**src/rtl/pt_walk_pkg.sv**
```systemverilog
package pt_walk_pkg;
  typedef enum logic [0:0] {
    WALK_IDLE = 1'b0,
    WALK_READ = 1'b1
  } walk_state_e;

  localparam int unsigned PTE_VALID_BIT = 0;
  localparam int unsigned PTE_PERM_LSB  = 1;
  localparam int unsigned PTE_PERM_W    = 3;
endpackage

```
**src/rtl/pt_addr_gen.sv**
```systemverilog
module pt_addr_gen #(
  parameter int unsigned VA_W     = 32,
  parameter int unsigned PA_W     = 32,
  parameter int unsigned OFF_W    = 12,
  parameter int unsigned PTE_LOG2 = 2
) (
  input  logic [VA_W-1:0]  vaddr_i,
  input  logic [PA_W-1:0]  base_i,
  output logic [PA_W-1:0]  pte_addr_o,
  output logic [OFF_W-1:0] offset_o
);
  localparam int unsigned VPN_W = VA_W - OFF_W;

  logic [VPN_W-1:0] vpn;
  logic [PA_W-1:0]  index_bytes;

  always_comb begin
    vpn         = vaddr_i[VA_W-1:OFF_W];
    offset_o    = vaddr_i[OFF_W-1:0];
    index_bytes = PA_W'(vpn) << PTE_LOG2;
    pte_addr_o  = base_i + index_bytes;
  end
endmodule

```
**src/rtl/pt_pte_decode.sv**
```systemverilog
module pt_pte_decode
  import pt_walk_pkg::*;
#(
  parameter int unsigned PTE_W   = 32,
  parameter int unsigned OFF_W   = 12,
  localparam int unsigned FRAME_W = PTE_W - OFF_W
) (
  input  logic [PTE_W-1:0]      pte_i,
  output logic                  valid_o,
  output logic [PTE_PERM_W-1:0] perm_o,
  output logic [FRAME_W-1:0]    frame_o
);
  always_comb begin
    valid_o = pte_i[PTE_VALID_BIT];
    perm_o  = pte_i[PTE_PERM_LSB +: PTE_PERM_W];
    frame_o = pte_i[PTE_W-1:OFF_W];
  end
endmodule

```
**src/rtl/pt_walker.sv**
```systemverilog
module pt_walker
  import pt_walk_pkg::*;
#(
  parameter int unsigned VA_W     = 32,
  parameter int unsigned PTE_W    = 32,
  parameter int unsigned OFF_W    = 12,
  parameter int unsigned PTE_LOG2 = 2,
  localparam int unsigned FRAME_W = PTE_W - OFF_W,
  localparam int unsigned PA_W    = FRAME_W + OFF_W
) (
  input  logic                  clk,
  input  logic                  rst_n,
  input  logic                  req_valid_i,
  input  logic [VA_W-1:0]       req_vaddr_i,
  input  logic [PA_W-1:0]       req_base_i,
  output logic                  req_ready_o,
  output logic                  mem_rd_valid_o,
  output logic [PA_W-1:0]       mem_rd_addr_o,
  input  logic                  mem_rsp_valid_i,
  input  logic [PTE_W-1:0]      mem_rsp_data_i,
  output logic                  done_o,
  output logic                  fault_o,
  output logic [PA_W-1:0]       paddr_o,
  output logic [PTE_PERM_W-1:0] perm_o
);
  walk_state_e state_q, state_d;

  logic [PA_W-1:0]       pte_addr_c;
  logic [OFF_W-1:0]      offset_c;
  logic                  ent_valid_c;
  logic [PTE_PERM_W-1:0] ent_perm_c;
  logic [FRAME_W-1:0]    ent_frame_c;

  logic [PA_W-1:0]       rd_addr_q;
  logic [OFF_W-1:0]      off_q;
  logic                  done_q, fault_q, done_d, fault_d;
  logic [PA_W-1:0]       paddr_q, paddr_d;
  logic [PTE_PERM_W-1:0] perm_q, perm_d;

  logic accept_en, resp_en, res_en;

  pt_addr_gen #(
    .VA_W(VA_W), .PA_W(PA_W), .OFF_W(OFF_W), .PTE_LOG2(PTE_LOG2)
  ) u_addr (
    .vaddr_i(req_vaddr_i), .base_i(req_base_i),
    .pte_addr_o(pte_addr_c), .offset_o(offset_c)
  );

  pt_pte_decode #(.PTE_W(PTE_W), .OFF_W(OFF_W)) u_dec (
    .pte_i(mem_rsp_data_i), .valid_o(ent_valid_c),
    .perm_o(ent_perm_c), .frame_o(ent_frame_c)
  );

  // next-state and result logic
  always_comb begin
    accept_en = (state_q == WALK_IDLE) && req_valid_i;
    resp_en   = (state_q == WALK_READ) && mem_rsp_valid_i;
    state_d   = state_q;
    if (accept_en) state_d = WALK_READ;
    if (resp_en)   state_d = WALK_IDLE;

    done_d  = resp_en && ent_valid_c;
    fault_d = resp_en && !ent_valid_c;
    res_en  = resp_en;
    paddr_d = ent_valid_c ? {ent_frame_c, off_q} : '0;
    perm_d  = ent_valid_c ? ent_perm_c : '0;
  end

  always_ff @(posedge clk or negedge rst_n) begin
    if (!rst_n) begin
      state_q <= WALK_IDLE;
      done_q  <= 1'b0;
      fault_q <= 1'b0;
    end else begin
      state_q <= state_d;
      done_q  <= done_d;
      fault_q <= fault_d;
    end
  end

  always_ff @(posedge clk or negedge rst_n) begin
    if (!rst_n) begin
      rd_addr_q <= '0;
      off_q     <= '0;
    end else if (accept_en) begin
      rd_addr_q <= pte_addr_c;
      off_q     <= offset_c;
    end
  end

  always_ff @(posedge clk or negedge rst_n) begin
    if (!rst_n) begin
      paddr_q <= '0;
      perm_q  <= '0;
    end else if (res_en) begin
      paddr_q <= paddr_d;
      perm_q  <= perm_d;
    end
  end

  assign req_ready_o    = (state_q == WALK_IDLE);
  assign mem_rd_valid_o = (state_q == WALK_READ);
  assign mem_rd_addr_o  = rd_addr_q;
  assign done_o         = done_q;
  assign fault_o        = fault_q;
  assign paddr_o        = paddr_q;
  assign perm_o         = perm_q;
endmodule

```
**config.mk**
```make
export PLATFORM = sky130hd
export DESIGN_NAME = pt_walker
export DESIGN_NICKNAME = d
export VERILOG_FILES = /design/src/rtl/pt_walk_pkg.sv /design/src/rtl/pt_addr_gen.sv /design/src/rtl/pt_pte_decode.sv /design/src/rtl/pt_walker.sv
export SDC_FILE = /design/constraint.sdc
export NUM_CORES = 1
export LEC_CHECK = 0
export ABC_AREA = 1
export BUFFER_PORTS_ARGS = -buffer_cell sky130_fd_sc_hd__buf_2
export CORE_ASPECT_RATIO = 2
export CORE_MARGIN = 2
export CORE_UTILIZATION = 54
export CTS_CLUSTER_DIAMETER = 100
export CTS_CLUSTER_SIZE = 10
export DETAILED_ROUTE_END_ITERATION = 10
export PLACE_DENSITY = 0.86
export REMOVE_ABC_BUFFERS = 1
export SYNTH_ARGS = -nofsm -noshare
export SYNTH_HDL_FRONTEND = slang
export SYNTH_SLANG_ARGS = --single-unit
```
**constraint.sdc**
```tcl
create_clock -name clk -period 2.85 [get_ports clk]
set_input_delay 0.4275 -clock clk [delete_from_list [all_inputs] [get_ports clk]]
set_output_delay 0.4275 -clock clk [all_outputs]
set_load 0.01 [all_outputs]
```
* Word level (Yosys, flattened, before mapping)
Index checks and enable logic that the tools add are counted.
Storage, ports and cells: flip-flop bits (word level) 82, bits of input ports 100, output and inout port bits 71, logic and storage cells 19
Cells by class: add/subtract/negate cells 1, muxes and demuxes 4, bitwise operators 1, reduce and logical (&&, ||, !) cells 6
Operators by type and width (count):
- 32-bit by 22-bit adder with 32-bit output | 1
- 32-bit 2-to-1 mux | 1
- 1-bit logical AND | 4
- 3-bit 2-to-1 mux | 1
- 1-bit 2-to-1 mux | 2
- 2-bit nonzero test | 1
- 1-bit zero test | 1
- 1-bit NOT | 1

* Longest topological paths before layout
Gate-level depths: netlist of the first run.
word-level depth 4, mapped depth 13, depth with buffers taken out 13

* Cells and area by module
A second synthesis of the first run with hierarchy kept.
Unflattened totals: cells, all modules 779, area total of the unflattened synthesis 5501.5 um2
Modules (own cells, without submodules):
- pt_walker | instances 1, cells an instance 351, area an instance 3285.7 um2, seq. area each 2052.0 um2
- pt_addr_gen | instances 1, cells an instance 404, area an instance 2035.7 um2, seq. area each 0.0 um2
- pt_pte_decode | instances 1, cells an instance 24, area an instance 180.2 um2, seq. area each 0.0 um2

* Least setup slack after synthesis of the first run
No wires, ideal clock.
path kind input-to-reg, start input port req_vaddr_i[12], end register rd_addr_q[16], in the netlist mem_rd_addr_o[16], setup time 0.117 ns, data arrival time 1.736 ns, required time 2.733 ns, path slack 0.997 ns, cell stages on the path 13, buffers on the path 0, cells stage by stage ha_1 inv_1 fa_1 inv_1 nand3_1 nand3_1 nand2_1 nand2_1 nand3_1 nand2_1 nand2_1 nand3_1 nand2_1
Between the ends: longest elaborated chain between the ends 1
Ends and longest elaborated chain:
- start, declared | line pt_walker.sv:14 | input logic [VA_W-1:0] req_vaddr_i,
- 32-bit by 22-bit adder with 32-bit output | line pt_addr_gen.sv:21 | pte_addr_o = base_i + index_bytes;
- end signal, assigned | line pt_walker.sv:86 | rd_addr_q <= pte_addr_c;
- end, declared | line pt_walker.sv:34 | logic [PA_W-1:0] rd_addr_q;
No other way between the ends. A chain may end at the register's enable or synchronous reset.

* Final worst setup path of the first run
start input port req_vaddr_i[12], end register rd_addr_q[26], in the netlist mem_rd_addr_o[26]
Same word-level chain as after synthesis.

==> results of run 1 <==
-- cell usage in the layout, fill, tap and decap left out, types with 12 or more instances in the layout --
cell type and count:
a21oi_1 14, a22o_1 35, buf_2 161, dfrtp_1 82
ha_1 20, inv_1 81, nand2_1 247, nand3_1 42
nor2_1 24, o21ai_0 12
-- per-stage QoR --
| stage | utilization [%] | std cells | area, um^2 | worst slack (ns) |
|---|---|---|---|---|
| 2_1_floorplan | - | 623 | 4770 | 0.396 |
| 3_3_place_gp | 66.5 | 890 | 5750 | 0.623 |
| 3_5_place_dp | 66.5 | 890 | 5750 | 0.516 |
| 4_1_cts | 70.3 | 906 | 6080 | 0.869 |
| 5_1_grt | 70.3 | 906 | 6080 | 0.718 |
| 6_report | 70.3 | 906 | 6080 | 0.831 |
-- layer usage --
| layer | vias up | track usage (%) |
|---|---|---|
| li1 | 2359 | - |
| met1 | 2252 | 29.7 |
| met2 | 165 | 54.3 |
| met3 | 27 | 4.36 |
| met4 | 0 | 10.9 |
| met5 | - | 0 |
-- critical path, cell delays in order --
cell	delay, ns
buf_2	0.08
ha_1	0.23
inv_1	0.09
fa_1	0.37
inv_1	0.11
nand3_1	0.09
nand3_1	0.18
nand2_1	0.07
nand2_1	0.15
nand2_1	0.12
nand3_1	0.11
nand2_1	0.05
nand3_1	0.07
nand2_1	0.07
-- power breakdown --
part	switching, W	internal, W	total, W
combinational	0.000641	0.000456	0.00110
sequential	0.000135	0.00141	0.00155
clock	0.000469	0.000798	0.00127
-- state kept, by name, summed over array words and instances (netlist names) --
signal	flops
done_o	1
fault_o	1
mem_rd_addr_o	32
mem_rd_valid_o	1
off_q	12
paddr_o	32
perm_o	3
-- cell families (layout without fill, tap and decap cells) --
logic type | after synthesis | in the layout
AO/OA/AOI/OAI | 68 | 68
XOR/XNOR | 10 | 10
adder cells (fa/ha/maj) | 21 | 21
buffers and inverters | 99 | 267
flip-flops | 82 | 82
AND/OR/NAND/NOR | 358 | 358
-- worst max-delay path by stage --
stage                    startpoint                end  slack, ns  cells after the start
floorplan            mem_rd_valid_o  mem_rd_addr_o[17]       0.40                      5
global placement    req_vaddr_i[12]  mem_rd_addr_o[26]       0.62                     14
detailed placement  req_vaddr_i[12]  mem_rd_addr_o[26]       0.52                     14
CTS                 req_vaddr_i[12]  mem_rd_addr_o[26]       0.87                     14
global route        req_vaddr_i[12]  mem_rd_addr_o[26]       0.72                     14
finish              req_vaddr_i[12]  mem_rd_addr_o[26]       0.83                     14
-- final cells by class --
class	instances	area, um^2	area share [%]
Timing Repair Buffer	167	851	14.0
Inverter	84	315	5.19
Clock inverter	5	85.1	1.40
Multi-Input combinational cell	457	2410	39.6
Sequential cell	82	2050	33.8
Clock buffer	11	243	3.99
Tap cell	100	125	2.06
==> summary.md, run 1 <==
| Metric | Value |
|---|---|
| GRT Residual Overflow | 0 |
| WL met1 | 4810 um |
| Crit path time final | between 2 and 2.5 ns |
| Max frequency | 495 MHz |
| Startpoint types | input pin |
| CTS clk-pin slew, worst paths | 0.06 ns |
| Wire length on met3 | 625 um |
| Core box area | 0.00865 mm^2 |
| Peak supply drop | 0.328 mV |
| Via/cell ratio | 5.30 |
| Cell taking the most area after synthesis | dfrtp_1 |
| Drt drc | 0 |
| Crit Path Max Fanout | 4 |
| Initial antenna violation count | 0 |
| Final GP Congestion | between 0.9 and 1 |
| Crit path capture type | flip-flop |
| Drt total wl | 13400 um |
| FF-to-FF setup slack | 1.14 ns |
| Num rows | 48 |
| Final Hold Viols | 0 |
| Root Driver | clkbuf_16 |
| R2R cell count | 6 |
| Pin count of the biggest net entering global routing | 58 |
| Reg2reg end | mem_rd_addr_o[0] |
| Final Cycle Share | 70.8% |
| Vias in the first global route | roughly 4700 |
| I/O pin cnt | 171 |
| Final hold slack | 0.0954 ns |
| Antenna fix cells | 0 |
| Worst Hold Class | in2async |
| Power Total | 0.00391 W |
| DRT iter0 DRCs | 201 |
| WL per Instance | 14.8 um |
| Cts repair resizes | 0 |
| WP data required | 3.07 ns |
| Max Cap Viol | 0 |
| CTS Buffer Depth | 2 |
| DR top layer | met4 |
| Pre-antenna DRT Iters | 5 |
| Area grow syn2layout | 25.5% |
| Clock sinks | 82 |
| Vias | 4803 |
| Relative slew slack | around a fifth |
| Async SR Flop Fraction | 100% |
| RSZ-0062 raised after global routing | no |
| Fillers | 728 |
| Post-DP HPWL | between 10000 and 15000 um |
| Post-Syn Area | 0.00484 mm^2 |
| Top cell type's share of synthesized area | 42.4% |
| Top_reg_cell synth | dfrtp_1 |
| Hold_buf cts | 0 |
| Synth top area cells | dfrtp_1 42%, nand2_1 19%, a22o_1 6.3% |
| FF-to-FF Start | mem_rd_valid_o |
| Synthesized area per cell | 7.59 um^2 |
| Most common cell in the synthesized netlist | nand2_1 |
| Initial Util | 56.0% |
| Final #Nets | between 900 and 1000 |
| Endpoints failing setup | 0 |
| Share of layout cells above drive strength 1 | 26.8% |
| CTS Buf Count | 9 |
| CTS tree | done |
| Post-synthesis xor/xnor area fraction | 1.81% |
| Tot GR Track Use | around 28% |
| Mapped Cells | roughly 640 |
| Synth cell types | 30 |
| Number of synthesized flops with an enable pin | 0 |
| Synth Area in Compound Gates | between 9 and 10% |
| First-pass GRT wire length | 21600 um |
| Buffers on Ports | 162 |
| Synth Register Bits | between 80 and 90 |
| Full die area | between 0.009 and 0.01 mm^2 |
| Critical path arrival | around 2.2 ns |
| Worst slew pin tran | 1.19 ns |
| Detail Route Antenna Nets | 0 |
| Horiz. Die Dim | 71.0 um |
| Synth cell count leaders | 248 x nand2_1, 82 x dfrtp_1, 81 x inv_1 |
| Clk_lat worst skew | 0.33 ns |
| Post-Synth Adder-Cell Area | 5.58% |
| Status | complete, no violations |
| Leak | 3.56 nW |
| Setup TNS | 0 ns |
| Met2 routed WL | 7610 um |
| Power per cell area | 643 mW/mm^2 |
| Main combinational cell family by area after synthesis | simple AND/OR/NAND/NOR gates |
| Setup Skew | 0.00763 ns |
| Yosys warns | 0 |
| Mux share of post-synthesis cell area | 0% |
| Pins over their slew limit | 0 |
| Simple-Gate Fraction of Synth Area | about 32% |
| Worst Setup Path Type | in2reg |
| Htree depth | 3 |
| Die H | 138 um |
| Post-CTS setup buffers | 0 |
| Sequential fraction of the synthesis area | a little over two fifths |
Power figures use the tool's default switching activity.
==> run 2, diff against run 1 <==
--- a/config.mk
+++ b/config.mk
@@ -9,11 +9,11 @@
 export BUFFER_PORTS_ARGS = -buffer_cell sky130_fd_sc_hd__buf_2
 export CORE_ASPECT_RATIO = 2
 export CORE_MARGIN = 2
-export CORE_UTILIZATION = 54
+export CORE_UTILIZATION = 51
 export CTS_CLUSTER_DIAMETER = 100
 export CTS_CLUSTER_SIZE = 10
 export DETAILED_ROUTE_END_ITERATION = 10
-export PLACE_DENSITY = 0.86
+export PLACE_DENSITY = 0.81
 export REMOVE_ABC_BUFFERS = 1
 export SYNTH_ARGS = -nofsm -noshare
 export SYNTH_HDL_FRONTEND = slang
==> constraint.sdc (replaced) <==
create_clock -name clk -period 1.9 [get_ports clk]
set_input_delay 0.285 -clock clk [delete_from_list [all_inputs] [get_ports clk]]
set_output_delay 0.285 -clock clk [all_outputs]
set_load 0.01 [all_outputs]
==> summary.md, run 2 (same netlist as run 1, synthesis figures left out) <==
| Metric | Value |
|---|---|
| Status | complete, no violations |
| Die H | roughly 140 um |
| Power Total | 0.00568 W |
| Pin count of the biggest net entering global routing | 58 |
| Leak | 3.58 nW |
| Post-DP HPWL | approximately 10000 um |
| Vias in the first global route | ~4700 |
| Crit Path Max Fanout | 4 |
| Endpoints failing setup | 0 |
| Pre-antenna DRT Iters | 4 |
| Net Sw Frac | roughly a third |
| Commonest non-fill, non-tap cells in the layout | 247 x nand2_1, 161 x buf_2, 82 x dfrtp_1 |
| Tot GR Track Use | 26.2% |
| Crit path time final | 1.65 ns |
| Post-CTS setup buffers | 0 |
| Final Cycle Share | 86.6% |
| Full die area | 0.0103 mm^2 |
| Worst Setup Path Type | in2reg |
| Share of layout cells above drive strength 1 | a little over a quarter |
| Relative slew slack | about three fifths |
| Max Cap Viol | 0 |
| Clock power frac | 30.1% |
| Fillers | 789 |
| Core box area | 0.00932 mm^2 |
| CTS Buf Count | 9 |
| Startpoint types | input pin |
| I/O pin cnt | 171 |
| Net Switching | 0.00184 W |
| Initial Util | 52.0% |
| Vias | 4752 |
| Pins over their slew limit | 0 |
| CTS tree | done |
| Horiz. Die Dim | 72.9 um |
| Root Driver | clkbuf_16 |
| Num rows | 50 |
| RSZ-0062 raised after global routing | no |
| Antenna fix cells | 0 |
| Drt total wl | between 10000 and 15000 um |
| WL per Instance | 14.3 um |
| Final hold slack | 0.122 ns |
| Htree depth | 3 |
| Power per cell area | just over 900 mW/mm^2 |
| Register area | 0.00205 mm^2 |
| Register share of total power | 40.7% |
| CTS clk-pin slew, worst paths | 0.06 ns |
| Via/cell ratio | 5.19 |
| GRT Residual Overflow | 0 |
| Drt drc | 0 |
| First-pass GRT wire length | 21200 um |
| Peak supply drop | 0.490 mV |
| Multi-input gate area | 0.00241 mm^2 |
| Internal Pwr Total | 0.00383 W |
| Cts repair resizes | 0 |
| Area grow syn2layout | 26.1% |
| Detail Route Antenna Nets | 0 |
| Initial antenna violation count | 0 |
| Final GP Congestion | 0.914 |
| Final Hold Viols | 0 |
| WP data required | 2.12 ns |
| Setup Skew | between 0.006 and 0.007 ns |
| Critical path arrival | between 1.5 and 2 ns |
| Crit path capture type | flip-flop |
| Final #Nets | 928 |
| DRT iter0 DRCs | approximately 180 |
| Buffers on Ports | 162 |
| Clk_lat worst skew | 0.33 ns |
| Most common cell after layout, fill and taps aside | nand2_1 |
| CTS Buffer Depth | 2 |
| Worst Hold Class | in2reg |
| Worst slew pin tran | between 0.5 and 0.6 ns |
| Clock sinks | 82 |
| Max frequency | 608 MHz |
| Logic pwr share | 29.3% |
==> run 2: cell count changes in the layout (fill, tap and decap cells not counted), sizes merged <==
cell | previous run | this run
buf | 167 | 172
clkinv | 1 | 3
dlygate4sd3 | 0 | 1
clkbuf | 11 | 9
bufinv | 2 | 1
==> run 2: layout make-up <==
type                       instances  area share (%)
multi-input combinational        457            39.4
sequential                        82            33.6
timing repair buffer             173            14.9
inverter                          84            5.16
clock buffer                       9            3.69
tap                              104            2.13
clock inverter                     6            1.07
==> run 2: worst max-delay path: stages <==
cell	delay, ns
buf_2	0.09
ha_1	0.16
inv_1	0.06
fa_1	0.37
inv_1	0.09
nand3_1	0.08
nand3_1	0.16
nand2_1	0.07
nand2_1	0.14
nand3_1	0.11
nand2_1	0.08
nand2_1	0.05
nand3_1	0.07
nand2_1	0.05
==> run 2: power by group through the flow <==
stage,Clock (W),Sequential (W),Combinational (W)
finish,0.00171,0.00231,0.00166
global route,0.00181,0.00235,0.00186
CTS,0.00175,0.00231,0.00168
detailed placement,0,0.00234,0.00166
global placement,0,0.00232,0.00163
floorplan,0,0.00249,0.000779
==> run 2: per-stage QoR <==
| stage | cell area [um^2] | worst slack, ns | setup TNS [ns] | util [%] | std cells |
|---|---|---|---|---|---|
| 2_1_floorplan | 4770 | -0.554 | -16.25 | - | 623 |
| 3_3_place_gp | 5810 | -0.00138 | -0.00138 | 62.3 | 899 |
| 3_5_place_dp | 5810 | -0.0468 | -0.170 | 62.3 | 899 |
| 4_1_cts | 6110 | 0.293 | 0 | 65.5 | 915 |
| 5_1_grt | 6110 | 0.142 | 0 | 65.5 | 915 |
| 6_report | 6110 | 0.255 | 0 | 65.5 | 915 |
==> run 2: per-layer routing <==
metal / track usage, % / vias up / share of wire (%)
met5: 0 / - / 0
met2: 49.0 / 166 / 54
li1: - / 2367 / -
met4: 13.3 / 0 / 4.3
met3: 3.76 / 38 / 4.7
met1: 27.1 / 2181 / 37
==> run 2: worst paths after layout <==
| kind | cells past startpoint | to | slack [ns] | startpoint |
|---|---|---|---|---|
| min in group asynchronous | 2 | paddr_o[20] | 0.44 | rst_n |
| min | 2 | fault_o | 0.12 | mem_rsp_data_i[0] |
| max | 14 | mem_rd_addr_o[18] | 0.25 | req_vaddr_i[12] |
| min reg2reg | 2 | mem_rd_addr_o[25] | 0.47 | mem_rd_addr_o[25] |
| max in group asynchronous | 3 | mem_rd_addr_o[14] | 0.88 | rst_n |
| max reg2reg | 4 | mem_rd_addr_o[5] | 0.51 | mem_rd_valid_o |
==> run 2: timing repair <==
item	4_1_cts	5_1_grt
setup endpoints to repair	0	0
hold endpoints to repair	33	0
hold buffers	1	0
==> run 3, diff against run 2 <==
--- a/config.mk
+++ b/config.mk
@@ -9,12 +9,14 @@
 export BUFFER_PORTS_ARGS = -buffer_cell sky130_fd_sc_hd__buf_2
 export CORE_ASPECT_RATIO = 2
 export CORE_MARGIN = 2
-export CORE_UTILIZATION = 51
+export CORE_UTILIZATION = 54
+export CTS_BUF_LIST = sky130_fd_sc_hd__clkbuf_8
 export CTS_CLUSTER_DIAMETER = 100
 export CTS_CLUSTER_SIZE = 10
 export DETAILED_ROUTE_END_ITERATION = 10
-export PLACE_DENSITY = 0.81
+export PLACE_DENSITY = 0.84
 export REMOVE_ABC_BUFFERS = 1
 export SYNTH_ARGS = -nofsm -noshare
 export SYNTH_HDL_FRONTEND = slang
+export SYNTH_HIERARCHICAL = 1
 export SYNTH_SLANG_ARGS = --single-unit
==> summary.md, run 3 <==
| Metric | Value |
|---|---|
| Worst slew pin tran | 0.674 ns |
| Drt total wl | 13100 um |
| Clock power frac | 26.6% |
| Num rows | 52 |
| Setup Skew | 0.00562 ns |
| Yosys warns | 6 |
| Final Util | 63.5% |
| Most common cell after layout, fill and taps aside | nand2_1 |
| I/O pin cnt | 171 |
| Number of synthesized flops with an enable pin | 0 |
| Net Switching | 0.00185 W |
| Internal Pwr Total | roughly 0.0037 W |
| Root Driver | clkbuf_8 |
| Initial antenna violation count | 0 |
| Tot GR Track Use | 24.1% |
| Die H | 147 um |
| Full die area | 0.0111 mm^2 |
| Top cell type's share of synthesized area | between 30% and 40% |
| Buffers on Ports | 162 |
| Antenna fix cells | 0 |
| Post-DP HPWL | 10400 um |
| Post-Syn Area | between 0.005 and 0.006 mm^2 |
| Pre-antenna DRT Iters | 4 |
| Clock sinks | 82 |
| Async SR Flop Fraction | 100% |
| Drt drc | 0 |
| Htree depth | 3 |
| Inst Count DP | 1027 |
| Crit path time final | ~1.7 ns |
| Leak | 3.79 nW |
| Pins over their slew limit | 0 |
| Crit Path Max Fanout | 4 |
| Final #Nets | 1025 |
| Endpoints failing setup | 0 |
| Pin count of the biggest net entering global routing | between 80 and 90 |
| Register share of total power | a little over two fifths |
| Relative slew slack | ~55% |
| Synthesized area per cell | 7.06 um^2 |
| Area after DPL | 0.00611 mm^2 |
| Worst Setup Path Type | in2reg |
| Multi-input gate area | 0.00262 mm^2 |
| Vias in the first global route | 4866 |
| Post-CTS setup buffers | 0 |
| Register area | between 0.002 and 0.0025 mm^2 |
| Peak supply drop | 0.478 mV |
| Power per cell area | around 870 mW/mm^2 |
| Vias | 5078 |
| WL per Instance | roughly 13 um |
| Synth top area cells | dfrtp_1 37%, nand2_1 22%, nand3_1 6.5% |
| Via/cell ratio | 4.86 |
| GR peak layer | met2 |
| Met2 usage | between 40 and 50% |
| Post-route design area | 0.00636 mm^2 |
| CP startpoint | req_vaddr_i[12] |
| Min-delay src | mem_rsp_valid_i |
| Detail Route Antenna Nets | 0 |
| Clk_lat worst skew | 0.34 ns |
| Mapped Cells | 779 |
| CTS tree | done |
| Synth Register Bits | 82 |
| CTS Buf Count | 9 |
| GR Layer Usage met3 | under 10% |
| Max Cap Viol | 0 |
| Max frequency | 602 MHz |
| Sequential fraction of the synthesis area | 37.3% |
| Final GP Congestion | 0.937 |
| Final Hold Viols | 0 |
| Status | complete, no violations |
| Worst Hold Class | in2reg |
| Critical path arrival | 1.94 ns |
| Top_reg_cell synth | dfrtp_1 |
| Final Cycle Share | 87.5% |
| Fin cells | 1044 |
| Core box area | 0.0100 mm^2 |
| CTS Buffer Depth | 2 |
| Logic pwr share | 31.8% |
| Startpoint types | input pin |
| Synth cell types | 29 |
| Synth cell count leaders | 319 x nand2_1, 86 x inv_1, 82 x dfrtp_1 |
| GRT Residual Overflow | 0 |
| Cell taking the most area after synthesis | dfrtp_1 |
| Fillers | 980 |
| Net Sw Frac | 33.5% |
| Final hold slack | 0.168 ns |
| CTS clk-pin slew, worst paths | 0.08 ns |
| Setup TNS | 0 ns |
| Met1 Resource Use GR | 24.4% |
| Area grow syn2layout | 15.6% |
| Share of layout cells above drive strength 1 | 25.5% |
| Crit path capture type | flip-flop |
| Most common cell in the synthesized netlist | nand2_1 |
| Commonest non-fill, non-tap cells in the layout | 318 x nand2_1, 161 x buf_2, 86 x inv_1 |
| WP data required | 2.18 ns |
| Initial Util | ~55% |
| RSZ-0062 raised after global routing | no |
| FF-to-FF Start | mem_rd_valid_o |
| DRT iter0 DRCs | 247 |
| Horiz. Die Dim | ~75 um |
| First-pass GRT wire length | between 20000 and 25000 um |
==> run 3: final timing paths <==
check / end / depth (start not counted) / slack (ns)
worst max-delay path: mem_rd_addr_o[26] / 15 / 0.24
max in group asynchronous: mem_rd_addr_o[5] / 3 / 1.04
min in group asynchronous: paddr_o[18] / 3 / 0.51
worst max register to register: mem_rd_addr_o[2] / 4 / 0.59
worst min register to register: mem_rd_addr_o[9] / 2 / 0.46
worst min-delay path: mem_rd_valid_o / 2 / 0.17
==> run 3: layout make-up <==
| cell class | instances | area share [%] |
|---|---|---|
| timing repair buffer | 177 | 14.8 |
| inverter | 90 | 5.31 |
| clock inverter | 7 | 1.85 |
| tap | 135 | 2.65 |
| sequential | 82 | 32.3 |
| clock buffer | 9 | 1.95 |
| multi-input combinational | 544 | 41.2 |
==> run 3: per-layer routing <==
| layer | up-vias | routed length [um] |
|---|---|---|
| li1 | 2623 | - |
| met1 | 2279 | 4760 |
| met2 | 136 | 7090 |
| met3 | 40 | 494 |
| met4 | 0 | 726 |
| met5 | - | 0 |
==> run 3: through the flow <==
step                      setup slack (ns)  power (W)
after floorplan                     0.0991    0.00330
after global placement             -0.0458    0.00404
after detailed placement            -0.125    0.00409
after CTS                            0.246    0.00558
after global routing              0.000370    0.00590
final                                0.238    0.00551
==> run 3: cell families after synthesis <==
family / count (synthesis) / synth area share, %
AND/OR/NAND/NOR: 456 / 35.5
XOR/XNOR: 14 / 2.23
buffers and inverters: 153 / 15.1
adder cells (fa/ha/maj): 21 / 4.91
flip-flops: 82 / 37.3
AO/OA/AOI/OAI: 53 / 4.91
==> run 3: timing repair <==
action	CTS	global route
endpoints found under the setup margin	0	1
endpoints found under the hold margin	82	0
hold buffers	1	0
resized for setup	0	1
==> run 3: worst max-delay path, stage by stage <==
cell and delay [ns]:
buf_2 0.08, ha_1 0.16, inv_1 0.07, fa_1 0.41, inv_1 0.10, nand3_1 0.08
nand3_2 0.11, nand2_1 0.06, nand2_1 0.13, nand3_1 0.11, nand3_1 0.09, nand2_1 0.05
nand2_1 0.05, nand3_1 0.07, nand2_1 0.08
==> run 3: power groups by stage <==
stage	logic (W)	clock network, W	registers, W
global placement	0.00172	0	0.00231
finish	0.00175	0.00146	0.00230
detailed placement	0.00176	0	0.00233
global route	0.00197	0.00158	0.00235
floorplan	0.000811	0	0.00249
CTS	0.00177	0.00152	0.00230
